===== src/rtl/tlb_xlate.sv =====
module tlb_xlate #(
  parameter int VA_W      = 32,
  parameter int PA_W      = 32,
  parameter int PAGE_BITS = 12,
  parameter int ENTRIES   = 8,
  parameter logic [PA_W-1:0] BASE_RST = '0,
  localparam int VPN_W = VA_W - PAGE_BITS,
  localparam int PPN_W = PA_W - PAGE_BITS
) (
  input  logic             clk,
  input  logic             rst_n,
  input  logic             req_valid,
  output logic             req_ready,
  input  logic [VA_W-1:0]  req_va,
  output logic             rsp_valid,
  output logic             rsp_fault,
  output logic [PA_W-1:0]  rsp_pa,
  input  logic             base_we,
  input  logic [PA_W-1:0]  base_wdata,
  input  logic             flush,
  output logic             mem_req_valid,
  input  logic             mem_req_ready,
  output logic [PA_W-1:0]  mem_req_addr,
  input  logic             mem_rsp_valid,
  input  logic [PPN_W:0]   mem_rsp_data
);
  localparam int IDX_W = $clog2(ENTRIES);
  typedef enum logic [1:0] {IDLE, FETCH, WAIT} st_t;

  st_t                   state;
  logic [ENTRIES-1:0]    ent_v;
  logic [VPN_W-1:0]      ent_vpn [ENTRIES];
  logic [PPN_W-1:0]      ent_ppn [ENTRIES];
  logic [IDX_W-1:0]      rr, hit_idx, free_idx, victim;
  logic [ENTRIES-1:0]    match;
  logic                  free_found, stale;
  logic [PA_W-1:0]       base_q, addr_q, base_rd_q;
  logic [VPN_W-1:0]      vpn_q;
  logic [PAGE_BITS-1:0]  off_q;

  wire [VPN_W-1:0] req_vpn  = req_va[VA_W-1:PAGE_BITS];
  wire             flush_now = flush | base_we;
  wire             accept    = req_valid & req_ready;
  wire             hit       = |match & ~flush_now;
  wire             fill      = state == WAIT & mem_rsp_valid & mem_rsp_data[PPN_W] & ~stale & ~flush_now;

  assign req_ready     = state == IDLE;
  assign mem_req_valid = state == FETCH;
  assign mem_req_addr  = addr_q;
  assign victim        = free_found ? free_idx : rr;

  always_comb begin
    hit_idx = '0;
    for (int i = 0; i < ENTRIES; i++) begin
      match[i] = ent_v[i] && ent_vpn[i] == req_vpn;
      if (match[i]) hit_idx = IDX_W'(i);
    end
  end

  always_comb begin
    free_found = 1'b0;
    free_idx   = '0;
    for (int i = ENTRIES - 1; i >= 0; i--)
      if (!ent_v[i]) begin
        free_found = 1'b1;
        free_idx   = IDX_W'(i);
      end
  end

  always_ff @(posedge clk)
    if (fill) begin
      ent_vpn[victim] <= vpn_q;
      ent_ppn[victim] <= mem_rsp_data[PPN_W-1:0];
    end

  always_ff @(posedge clk or negedge rst_n)
    if (!rst_n) begin
      state     <= IDLE;
      ent_v     <= '0;
      rr        <= '0;
      base_q    <= BASE_RST;
      base_rd_q <= '0;
      addr_q    <= '0;
      vpn_q     <= '0;
      off_q     <= '0;
      stale     <= 1'b0;
      rsp_valid <= 1'b0;
      rsp_fault <= 1'b0;
      rsp_pa    <= '0;
    end else begin
      rsp_valid <= 1'b0;
      rsp_fault <= 1'b0;
      case (state)
        IDLE: if (req_valid) begin
          if (hit) begin
            rsp_valid <= 1'b1;
            rsp_pa    <= {ent_ppn[hit_idx], req_va[PAGE_BITS-1:0]};
          end else begin
            state     <= FETCH;
            vpn_q     <= req_vpn;
            off_q     <= req_va[PAGE_BITS-1:0];
            addr_q    <= base_q + (PA_W'(req_vpn) << 2);
            base_rd_q <= base_q;
            stale     <= flush_now;
          end
        end
        FETCH: if (mem_req_ready) state <= WAIT;
        WAIT: if (mem_rsp_valid) begin
          state     <= IDLE;
          rsp_valid <= 1'b1;
          if (mem_rsp_data[PPN_W]) rsp_pa <= {mem_rsp_data[PPN_W-1:0], off_q};
          else begin
            rsp_fault <= 1'b1;
            rsp_pa    <= '0;
          end
        end
        default: state <= IDLE;
      endcase
      if (fill) begin
        ent_v[victim] <= 1'b1;
        if (!free_found) rr <= (rr == IDX_W'(ENTRIES - 1)) ? '0 : rr + 1'b1;
      end
      if (flush_now && state != IDLE) stale <= 1'b1;
      if (flush_now) ent_v <= '0;
      if (base_we) base_q <= base_wdata;
    end

  assert_one_match_R7: assert property (@(posedge clk) disable iff (!rst_n) $onehot0(match));
  assert_req_hold_R3: assert property (@(posedge clk) disable iff (!rst_n)
    mem_req_valid && !mem_req_ready |=> mem_req_valid && $stable(mem_req_addr));
  assert_entry_addr_R3: assert property (@(posedge clk) disable iff (!rst_n)
    mem_req_valid |-> mem_req_addr == base_rd_q + (PA_W'(vpn_q) << 2));
  assert_flush_clears_R8: assert property (@(posedge clk) disable iff (!rst_n)
    flush_now |=> ent_v == '0);
  assert_fault_no_pa_R5: assert property (@(posedge clk) disable iff (!rst_n)
    rsp_fault |-> rsp_valid && rsp_pa == '0);
  assert_rsp_cause_R2: assert property (@(posedge clk) disable iff (!rst_n)
    rsp_valid |-> $past(accept) || $past(mem_rsp_valid && state == WAIT));
endmodule


===== config.mk =====
export PLATFORM = sky130hd
export DESIGN_NAME = tlb_xlate
export DESIGN_NICKNAME = d
export VERILOG_FILES = /design/src/rtl/tlb_xlate.sv
export SDC_FILE = /design/constraint.sdc
export NUM_CORES = 1
export LEC_CHECK = 0
export ABC_AREA = 1
export CORE_ASPECT_RATIO = 2
export CORE_MARGIN = 2
export CORE_UTILIZATION = 40
export DETAILED_ROUTE_END_ITERATION = 7
export DONT_BUFFER_PORTS = 1
export PLACE_DENSITY = 0.55
export SYNTH_ARGS = -nofsm -noshare
export SYNTH_HDL_FRONTEND = slang
export SYNTH_SLANG_ARGS = --single-unit

===== constraint.sdc =====
create_clock -name clk -period 10.4 [get_ports clk]
set_input_delay 1.56 -clock clk [delete_from_list [all_inputs] [get_ports clk]]
set_output_delay 1.56 -clock clk [all_outputs]
set_load 0.02 [all_outputs]

[Yosys cells after proc, flatten, opt, wreduce, memory -nomap -nowiden]
Memories as Yosys holds them, arrays and structs flattened.
Index checks and enable logic that the tools add are counted.
Cells by class
  magnitude comparators: 2
  bitwise logic cells: 11
  equality and inequality tests: 17
  muxes and demuxes: 52
  shift-type cells: 0
  divide/modulo/power cells: 0
  $mul: 0
  reductions and logical operators: 22
  $add $sub $neg: 2
Operators with widths (number)
  20-bit equality test: 8
  32-bit two-way mux: 4
  32-bit one-hot mux with 2 select lines: 1
  3-bit two-way mux: 14
  32-bit by 22-bit adder with 32-bit output: 1
  1-bit two-way mux: 22
  8-bit two-way mux: 2
  2-bit two-way mux: 6
  1-bit logical AND: 10
  2-bit nonzero test: 5
  8-bit bitwise OR: 1
  4-bit AND reduction: 2
  8-bit OR reduction: 1
  2-bit by 1-bit != test with 1-bit output (second input constant): 3
  2-bit != test (second input constant): 3
  2-bit one-hot mux with 3 select lines: 1
  3-bit AND reduction: 2
  1-bit bitwise AND: 5
  3-bit by 4-bit < comparator with 1-bit output (second input constant): 1
  1-bit NOT: 4
  3-bit by 1-bit adder with 3-bit output (second input constant): 1
  1-bit demux with 3-bit select: 1
  3-bit equality test (second input constant): 1
  3-bit by 1-bit greater-or-equal comparator with 1-bit output (second input constant): 1
  other kinds (6): 6
Word-level totals
  bits in latches: 0
  output and inout port bits: 68
  ROM bits: 0
  memory bits (writable): 320
  memories kept: 2
  bits of input ports: 92
  flip-flop bits (word level): 144
Memory list
  ent_ppn: words 8, bits a word 20, rd ports 1, clocked after Yosys merged registers in 0, write ports 1, RTL line 33  | logic [PPN_W-1:0] ent_ppn [ENTRIES];
  ent_vpn: words 8, bits a word 20, rd ports 8, clocked after Yosys merged registers in 0, write ports 1, RTL line 32  | logic [VPN_W-1:0] ent_vpn [ENTRIES];

[Depth between registers and ports, before layout]
Gate-level depths: netlist (run 1).
  word-level depth: 16
  gate-level depth with buffers: 22

[Least setup slack after synthesis (run 1)]
Ideal clock, no wire load.
  kind: input to register
  from: in base_we
  to: mem ent_ppn[6][0] (netlist name), enable pin
  path slack: 5617 ps
  data arrival time: 4345 ps
  required time: 9963 ps
  stages: 8
  library setup time: 437 ps
  path through: clkbuf_1 nor2_1 clkinv_1 nor4_1 inv_1 nor2_1 nand2_1 nor2_1
Between the ends
  word-level cells in the longest chain between the ends: 5
RTL lines
  start: declaration: RTL line 18  | input logic base_we,
  1-bit bitwise OR: RTL line 42  | wire flush_now = flush | base_we;
  1-bit NOT: RTL line 45  | wire fill = state == WAIT & mem_rsp_valid & mem_rsp_data[PPN_W] & ~stale & ~flush_now;
  1-bit bitwise AND: RTL line 45
  1-bit two-way mux: RTL line 71  | if (fill) begin
  1-bit two-way mux (implied by the code): RTL line 73  | ent_ppn[victim] <= mem_rsp_data[PPN_W-1:0];
  end: declaration: RTL line 33
No other way between the ends.

[Worst setup path in the final report (run 1)]
  from: in req_va[24]
  to: reg rsp_pa[5]
Between the ends
  word-level cells in the longest chain between the ends: 6
RTL lines
  start: declaration: RTL line 14  | input logic [VA_W-1:0] req_va,
  20-bit equality test: RTL line 55  | match[i] = ent_v[i] && ent_vpn[i] == req_vpn;
  1-bit logical AND: RTL line 55
  8-bit OR reduction *: RTL line 44  | wire hit = |match & ~flush_now;
  1-bit bitwise AND *: RTL line 44
  2-bit by 1-bit != test with 1-bit output (no source line) *
  4-bit AND reduction (no source line) *
  end signal: assignment: RTL line 97  | rsp_pa <= {ent_ppn[hit_idx], req_va[PAGE_BITS-1:0]};
  end signal: assignment: RTL line 111  | if (mem_rsp_data[PPN_W]) rsp_pa <= {mem_rsp_data[PPN_W-1:0], off_q};
  end: declaration: RTL line 17  | output logic [PA_W-1:0] rsp_pa,
Mark *: on every way between the ends. The rest lies on a longest branch, timed or not.
A chain may end at the register's enable or synchronous reset.

==> impl_metrics.csv, run 1 <==
group,metric,value,unit
synthesis,synth.cell_area,22400,µm²
setup_path,crit_path_top_delay_cell,"sky130_fd_sc_hd__nor3b_1",
outcome,run_status,"complete, no violations",
setup_path,path_depth,17,
cts,cts.htree.levels,2,
sta,hold_viol,0,
synthesis,yosys.area.top_type_share,43.0,%
pwr,ir_drop,0.161,mV
setup_path,critical_path.max_stage_delay,0.84,ns
die,design.die.area,57900,µm²
die,core_region_area,55300,µm²
route,wl,83100,µm
route,drt-pass1-iter-count,6,
worst_hold_path,min_delay_path_depth,2,
setup_path,max_fo_critical_path,45,
route,postRouteAntennaNets,0,
sta,fmax,0.193,GHz
pwr,power.leakage,0.0102,µW
place,detailed_place_hpwl,60500,µm
sta,worst_pin_slew,1.12,ns
global_routing,first_global_vias,17400,
setup_path,timing.critical_path.mode_cell,"sky130_fd_sc_hd__nand2_1",
cts,post_cts_resized,0,
pwr,p_per_area,207,nW/µm²
global_routing,grt_antenna_before_repair,0,
cts,cts.hold.buffers_added,0,
setup_path,worst-r2r-cell-count,14,
die,dieHeight,338,µm
job,timing.max_cap.violations,0,
synthesis,synthTopCellsByArea,"sky130_fd_sc_hd__edfxtp_1 43%, sky130_fd_sc_hd__dfrtp_1 16%, sky130_fd_sc_hd__nand2_1 9.0%, sky130_fd_sc_hd__nand3_1 5.3%, sky130_fd_sc_hd__inv_1 5.0%",
global_routing,grt_overflow,0,
sta,setup_violations,0,
final_layout,fillers,5356,
die,i_o_pin_cnt,160,
final_layout,syn_to_final_growth,9.38,%
cts,cts_setup_buffers,0,
setup_path,critical_path.n_buffers_inverters,4,
synthesis,synth_area_leader_cell,"sky130_fd_sc_hd__edfxtp_1",
final_layout,layout-drive-gt1-share,7.25,%
cts,numCtsBuffers,44,
place,finalWeightedCongestion,0.977,
final_layout,most-common-layout-cells,"534 x sky130_fd_sc_hd__nand2_1, 320 x sky130_fd_sc_hd__edfxtp_1, 300 x sky130_fd_sc_hd__inv_1",
final_layout,post_layout_nonfiller_instances,3104,
setup_path,setup.worst_path.end_class,"flop",
sta,layout_worst_path_cycle_share,49.8,%
global_routing,groute.usage.overall,28.9,%
synthesis,syn_inst,2357,
synthesis,synth_top_flop_cell,"sky130_fd_sc_hd__edfxtp_1",
sta,setup_tns,0,ns
final_layout,final-seq-area,13200,µm²
sta,rsz_0062_raised_after_global_routing,"false",
synthesis,synth-seq-area-share,59.1,%
global_routing,global_route_wire_length_before_repair,118000,µm
sta,min_period,5.18,ns
synthesis,number_of_flops_mapped_to_enable_cells_by_yosys,320,
synthesis,synth_seq_cells,464,
route,drc,0,
global_routing,grt_max_degree,145,
synthesis,synth.lib_cells_used.distinct,46,
setup_path,crit_path_start_kind,"primary input",
final_layout,final_common_cell,"sky130_fd_sc_hd__nand2_1",
sta,slew-limit-headroom,24.5,%
die,die_w,171,µm
cts,cts.path.max_buffers,3,
sta,fin_skew,0.0271,ns
worst_hold_path,hold_path.class,"reg2reg",
place,placement.io_buffers,0,
route,vias_per_cell,5.44,
final_layout,num-nets-final,2439,
setup_path,crit_path_cell_trace,"inv_2 -> or2_1 -> nor3b_1 -> nand4_1 -> nor3_1 -> nand3_1 -> nand2_1 -> nor2_1 -> nand2_1 -> nand2_1 -> nand2_4 -> nand2_2 -> buf_4 -> clkinv_2 -> nand2_1 -> o21ai_0 -> inv_1",
cts,clock_insertion_delay_worst_skew,0.59,ns
cts,clock_sinks,464,
setup_path,critical_path_class,"in2reg",
die,rows,122,
cts,clk_root_buffer_cell,"sky130_fd_sc_hd__clkbuf_16",
route,drtIter0Drc,1374,
synthesis,syn-mean-instance-area,9.49,µm²
cts,tritoncts,"done",
sta,whs,0.503,ns
synthesis,yosysWarningCount,0,
setup_path,critical_path_arrival,5.64,ns
setup_path,critical-path-top-delay-family,"simple AND/OR/NAND/NOR gates",
route,routedWlPerCell,26.8,µm
setup_path,timing.critical_path.required,10.86,ns
sta,timing.final.max_slew_violations,0,
cts,cts.reportedPaths.clkPinSlew,0.07,ns
synthesis,synth.net_count,2472,
die,starting_density_of_the_core,40.5,%
synthesis,async_reset_ff_share,31.0,%
final_layout,antenna_cells_inserted,0,
final_layout,multi_input_logic_area,7500,µm²
place,placed_cells_incl_taps,3022,
route,vias,16900,
## cell type report
cell class                      count  share of cell area, %
Clock buffer                       55                   4.97
Inverter                          325                   5.00
Sequential cell                   464                   54.0
Timing Repair Buffer               18                  0.552
Tap cell                          744                   3.81
Multi-Input combinational cell   1471                   30.7
Clock inverter                     27                  0.997
## layer usage
metal  vias up  track usage [%]  routed length [µm]
met5         -                0                   0
met4         0             23.4                8100
met3       243             3.86                3480
met2       602             56.0               46700
met1      8264             25.7               24900
li1       7772                -                   -
## sequential cells by signal (all words and copies together), names as in the netlist
register      flops
base_q           32
ent_ppn         160
ent_v             8
ent_vpn         160
mem_req_addr     32
off_q            12
rr                3
rsp_fault         1
rsp_pa           32
rsp_valid         1
stale             1
state             2
vpn_q            20
## cell usage after synthesis, types with 8 or more instances
cell                          n
sky130_fd_sc_hd__nor2_1     193
sky130_fd_sc_hd__xnor2_1     32
sky130_fd_sc_hd__nand3_1    238
sky130_fd_sc_hd__a21oi_1     51
sky130_fd_sc_hd__o22ai_1     12
sky130_fd_sc_hd__ha_1        22
sky130_fd_sc_hd__inv_2       21
sky130_fd_sc_hd__nand3b_1    25
sky130_fd_sc_hd__nor3_1      33
sky130_fd_sc_hd__mux2_2      23
sky130_fd_sc_hd__edfxtp_1   320
sky130_fd_sc_hd__buf_2       48
sky130_fd_sc_hd__a22oi_1     12
sky130_fd_sc_hd__inv_1      300
sky130_fd_sc_hd__o21a_1      23
sky130_fd_sc_hd__xor2_1      33
sky130_fd_sc_hd__o2111ai_1    9
sky130_fd_sc_hd__or2_2       16
sky130_fd_sc_hd__nand4_1     52
sky130_fd_sc_hd__nor4_1      20
sky130_fd_sc_hd__buf_4        8
sky130_fd_sc_hd__clkbuf_1    31
sky130_fd_sc_hd__nand2_1    534
sky130_fd_sc_hd__dfrtp_1    144
sky130_fd_sc_hd__o21ai_0     97
sky130_fd_sc_hd__or2_1       14
## final timing paths
path	startpoint	endpoint	slack, ns
setup / recovery	req_va[24]	rsp_pa[5]	5.22
setup reg to reg	ent_vpn[5][8]	rsp_pa[9]	5.86
max in group asynchronous	rst_n	vpn_q[11]	9.39
min in group asynchronous	rst_n	rsp_pa[31]	0.68
hold reg to reg	stale	stale	0.50
hold / removal	stale	stale	0.50
## cells by family after synthesis
group | Yosys count | synth area share, %
flops | 464 | 59.1
mux | 23 | 1.16
buf+inv | 422 | 7.70
compound gates | 220 | 5.67
simple gates | 1140 | 22.5
xor+xnor | 65 | 2.55
fa+ha+maj | 23 | 1.32
## per-stage QoR
stage	power (µW)	util (%)	worst slack [ns]	area (µm²)
floorplan	3120	-	5.62	22400
global placement	3420	41.6	4.71	23000
detailed placement	3440	41.6	4.70	23000
CTS	5100	44.3	5.33	24500
global route	5260	44.3	4.94	24500
finish	5050	44.3	5.22	24500
## power by group
group | switching [µW] | internal [µW] | leakage [µW] | total [µW]
Clock | 745 | 913 | 0.000713 | 1660
Combinational | 485 | 228 | 0.00490 | 713
Sequential | 412 | 2270 | 0.00457 | 2680
Total | 1640 | 3410 | 0.0102 | 5050
## worst register-to-register path, delay by kind of cell, from the launching register on
family                    cells  cell delay (ns)
and+or+nand+nor               9             1.64
buffers and inverters         3             1.15
xor gates and xnor gates      1             0.71
AOI/OAI and AO/OA             1             0.51
DFF                           1             0.38
Note: power is estimated with default switching activity, not from simulation.
==> inputs of run 2 (changes only) <==
PLACE_DENSITY = 0.57   (was 0.55)
clock period = 4.48 ns   (was 10.4 ns; I/O delays follow)
==> impl_metrics.csv, run 2 (same netlist as run 1, synthesis figures left out) <==
group,metric,value,unit
die,dieHeight,338,µm
pwr,power.total,11700,µW
worst_hold_path,hold_path.class,"in2async",
global_routing,grt_overflow,0,
cts,tritoncts,"done",
sta,layout_worst_path_cycle_share,75.8,%
sta,rsz_0062_raised_after_global_routing,"false",
final_layout,antenna_cells_inserted,0,
cts,cts.path.max_buffers,3,
final_layout,num-nets-final,2454,
setup_path,critPathLaunch,"ent_vpn[7][4]",
global_routing,groute.usage.overall,27.8,%
setup_path,cp-endpoint,"rsp_pa[24]",
pwr,net_switching_fraction_of_the_power,33.2,%
route,drt-pass1-iter-count,7,
setup_path,crit_path_start_kind,"flop",
pwr,power.leakage,0.0103,µW
sta,timing.final.max_slew_violations,0,
pwr,clockPowerShare,31.6,%
sta,hold_viol,0,
global_routing,grt_antenna_before_repair,0,
pwr,ir_drop,0.393,mV
place,finalWeightedCongestion,1.01,
global_routing,grt_max_degree,145,
place,pre_cts_ws,0.846,ns
die,rows,122,
route,routedWlPerCell,25.5,µm
sta,fin_skew,0.0368,ns
setup_path,worst-r2r-cell-count,12,
die,core_region_area,55300,µm²
cts,clk_root_buffer_cell,"sky130_fd_sc_hd__clkbuf_16",
sta,slew-limit-headroom,31.9,%
setup_path,critical_path_class,"reg2reg",
job,timing.max_cap.violations,0,
global_routing,groute.layer.met3.usage,4.51,%
pwr,comb_power_share,14.4,%
final_layout,most-common-layout-cells,"534 x sky130_fd_sc_hd__nand2_1, 320 x sky130_fd_sc_hd__edfxtp_1, 300 x sky130_fd_sc_hd__inv_1",
final_layout,final_common_cell,"sky130_fd_sc_hd__nand2_1",
sta,min_period,3.39,ns
pwr,switching_power,3890,µW
final_layout,syn_to_final_growth,10.2,%
route,drc,0,
setup_path,critical_path_arrival,3.84,ns
setup_path,timing.critical_path.required,4.92,ns
cts,numCtsBuffers,44,
cts,clock_sinks,464,
die,design.die.area,57900,µm²
setup_path,crit_path_top_delay_cell,"sky130_fd_sc_hd__xnor2_1",
setup_path,critical_path.n_buffers_inverters,4,
setup_path,critical-path-top-delay-family,"simple AND/OR/NAND/NOR gates",
setup_path,setup.worst_path.end_class,"flop",
die,die_w,171,µm
route,postRouteAntennaNets,0,
place,placement.io_buffers,0,
sta,fmax,0.295,GHz
setup_path,r2r_start,"ent_vpn[7][4]",
sta,worst_pin_slew,1.01,ns
route,drtIter0Drc,1104,
die,starting_density_of_the_core,40.5,%
place,detailed_place_hpwl,57600,µm
global_routing,grt-busiest-layer,"met2",
cts,clock_insertion_delay_worst_skew,0.59,ns
pwr,p_per_area,475,nW/µm²
setup_path,max_fo_critical_path,21,
pwr,power_frac_seq,54.0,%
outcome,run_status,"complete, no violations",
setup_path,critical_path.reg2reg.endpoint,"rsp_pa[24]",
global_routing,gr_layer_usage_met1,24.5,%
final_layout,reg_top3,"ent_ppn x160, ent_vpn x160",
setup_path,setup.reg_to_reg.worst_slack,1.09,ns
final_layout,layout_utilization,44.6,%
global_routing,global_route_wire_length_before_repair,115000,µm
setup_path,path_depth,12,
pwr,internal_power,7820,µW
sta,setup_violations,0,
route,vias_per_cell,5.44,
setup_path,critical_path.max_stage_delay,0.66,ns
global_routing,grtUsageMet2,53.6,%
route,vias,17000,
final_layout,post_layout_nonfiller_instances,3119,
global_routing,first_global_vias,17700,
cts,cts.reportedPaths.clkPinSlew,0.07,ns
sta,setup_tns,0,ns
final_layout,layout-drive-gt1-share,7.58,%
cts,post_cts_resized,0,
place,placed_cells_incl_taps,3036,
die,i_o_pin_cnt,160,
route,wl,79600,µm
setup_path,crit_path_cell_trace,"xnor2_1 -> inv_1 -> nor3_1 -> nand3_2 -> nand2_1 -> nor2_2 -> buf_4 -> inv_1 -> buf_4 -> nand3_1 -> nand3_1 -> a21oi_1",
cts,cts.htree.levels,2,
sta,worst_slack,1.09,ns
-- run 2: cell types whose count changed in the layout (fill, tap and decap cells not counted), sizes merged --
cell,before,now
buf,18,33
clkinv,19,23
bufinv,3,1
clkbuf,55,54
inv,325,324
-- run 2: how the worst min path moves through the flow --
stage | slack, ns | endpoint | depth (start not counted) | startpoint
after floorplan | 0.38 | base_q[0] | 0 | rst_n
after global placement | 0.38 | rsp_pa[16] | 0 | rst_n
after detailed placement | 0.38 | rsp_pa[16] | 0 | rst_n
after CTS | 0.13 | rsp_fault | 1 | rst_n
after global routing | 0.13 | rsp_fault | 1 | rst_n
final | 0.05 | rsp_fault | 1 | rst_n
-- run 2: through the flow --
step	cell area (µm²)	hold WS (ns)
floorplan	22400	0.376
global placement	23200	0.383
detailed placement	23200	0.383
CTS	24600	0.126
global route	24600	0.134
finish	24600	0.0480
-- run 2: what timing repair did --
action	CTS	global route
setup buffers	0	0
hold buffers	1	0
endpoints found under the hold margin	144	0
-- run 2: per-layer routing --
layer,up-vias,share of wire [%]
li1,7804,-
met3,278,4.8
met4,0,9.5
met2,611,56
met5,-,0
met1,8276,30
-- run 2: cell type report --
class | instances | area, µm²
clock buffers | 54 | 1200
inverters | 325 | 1220
fillers | 5373 | 30600
clock inverters | 28 | 200
flip-flops and latches | 464 | 13200
well taps | 744 | 931
repair buffers | 33 | 368
multi-input cells | 1471 | 7500
-- run 2: power groups by stage --
stage | registers [µW] | logic [µW] | clock network [µW]
final | 6330 | 1690 | 3700
after floorplan | 6000 | 1240 | 0
after detailed placement | 6420 | 1660 | 0
after CTS | 6330 | 1690 | 3780
after global routing | 6370 | 1900 | 3920
after global placement | 6410 | 1620 | 0
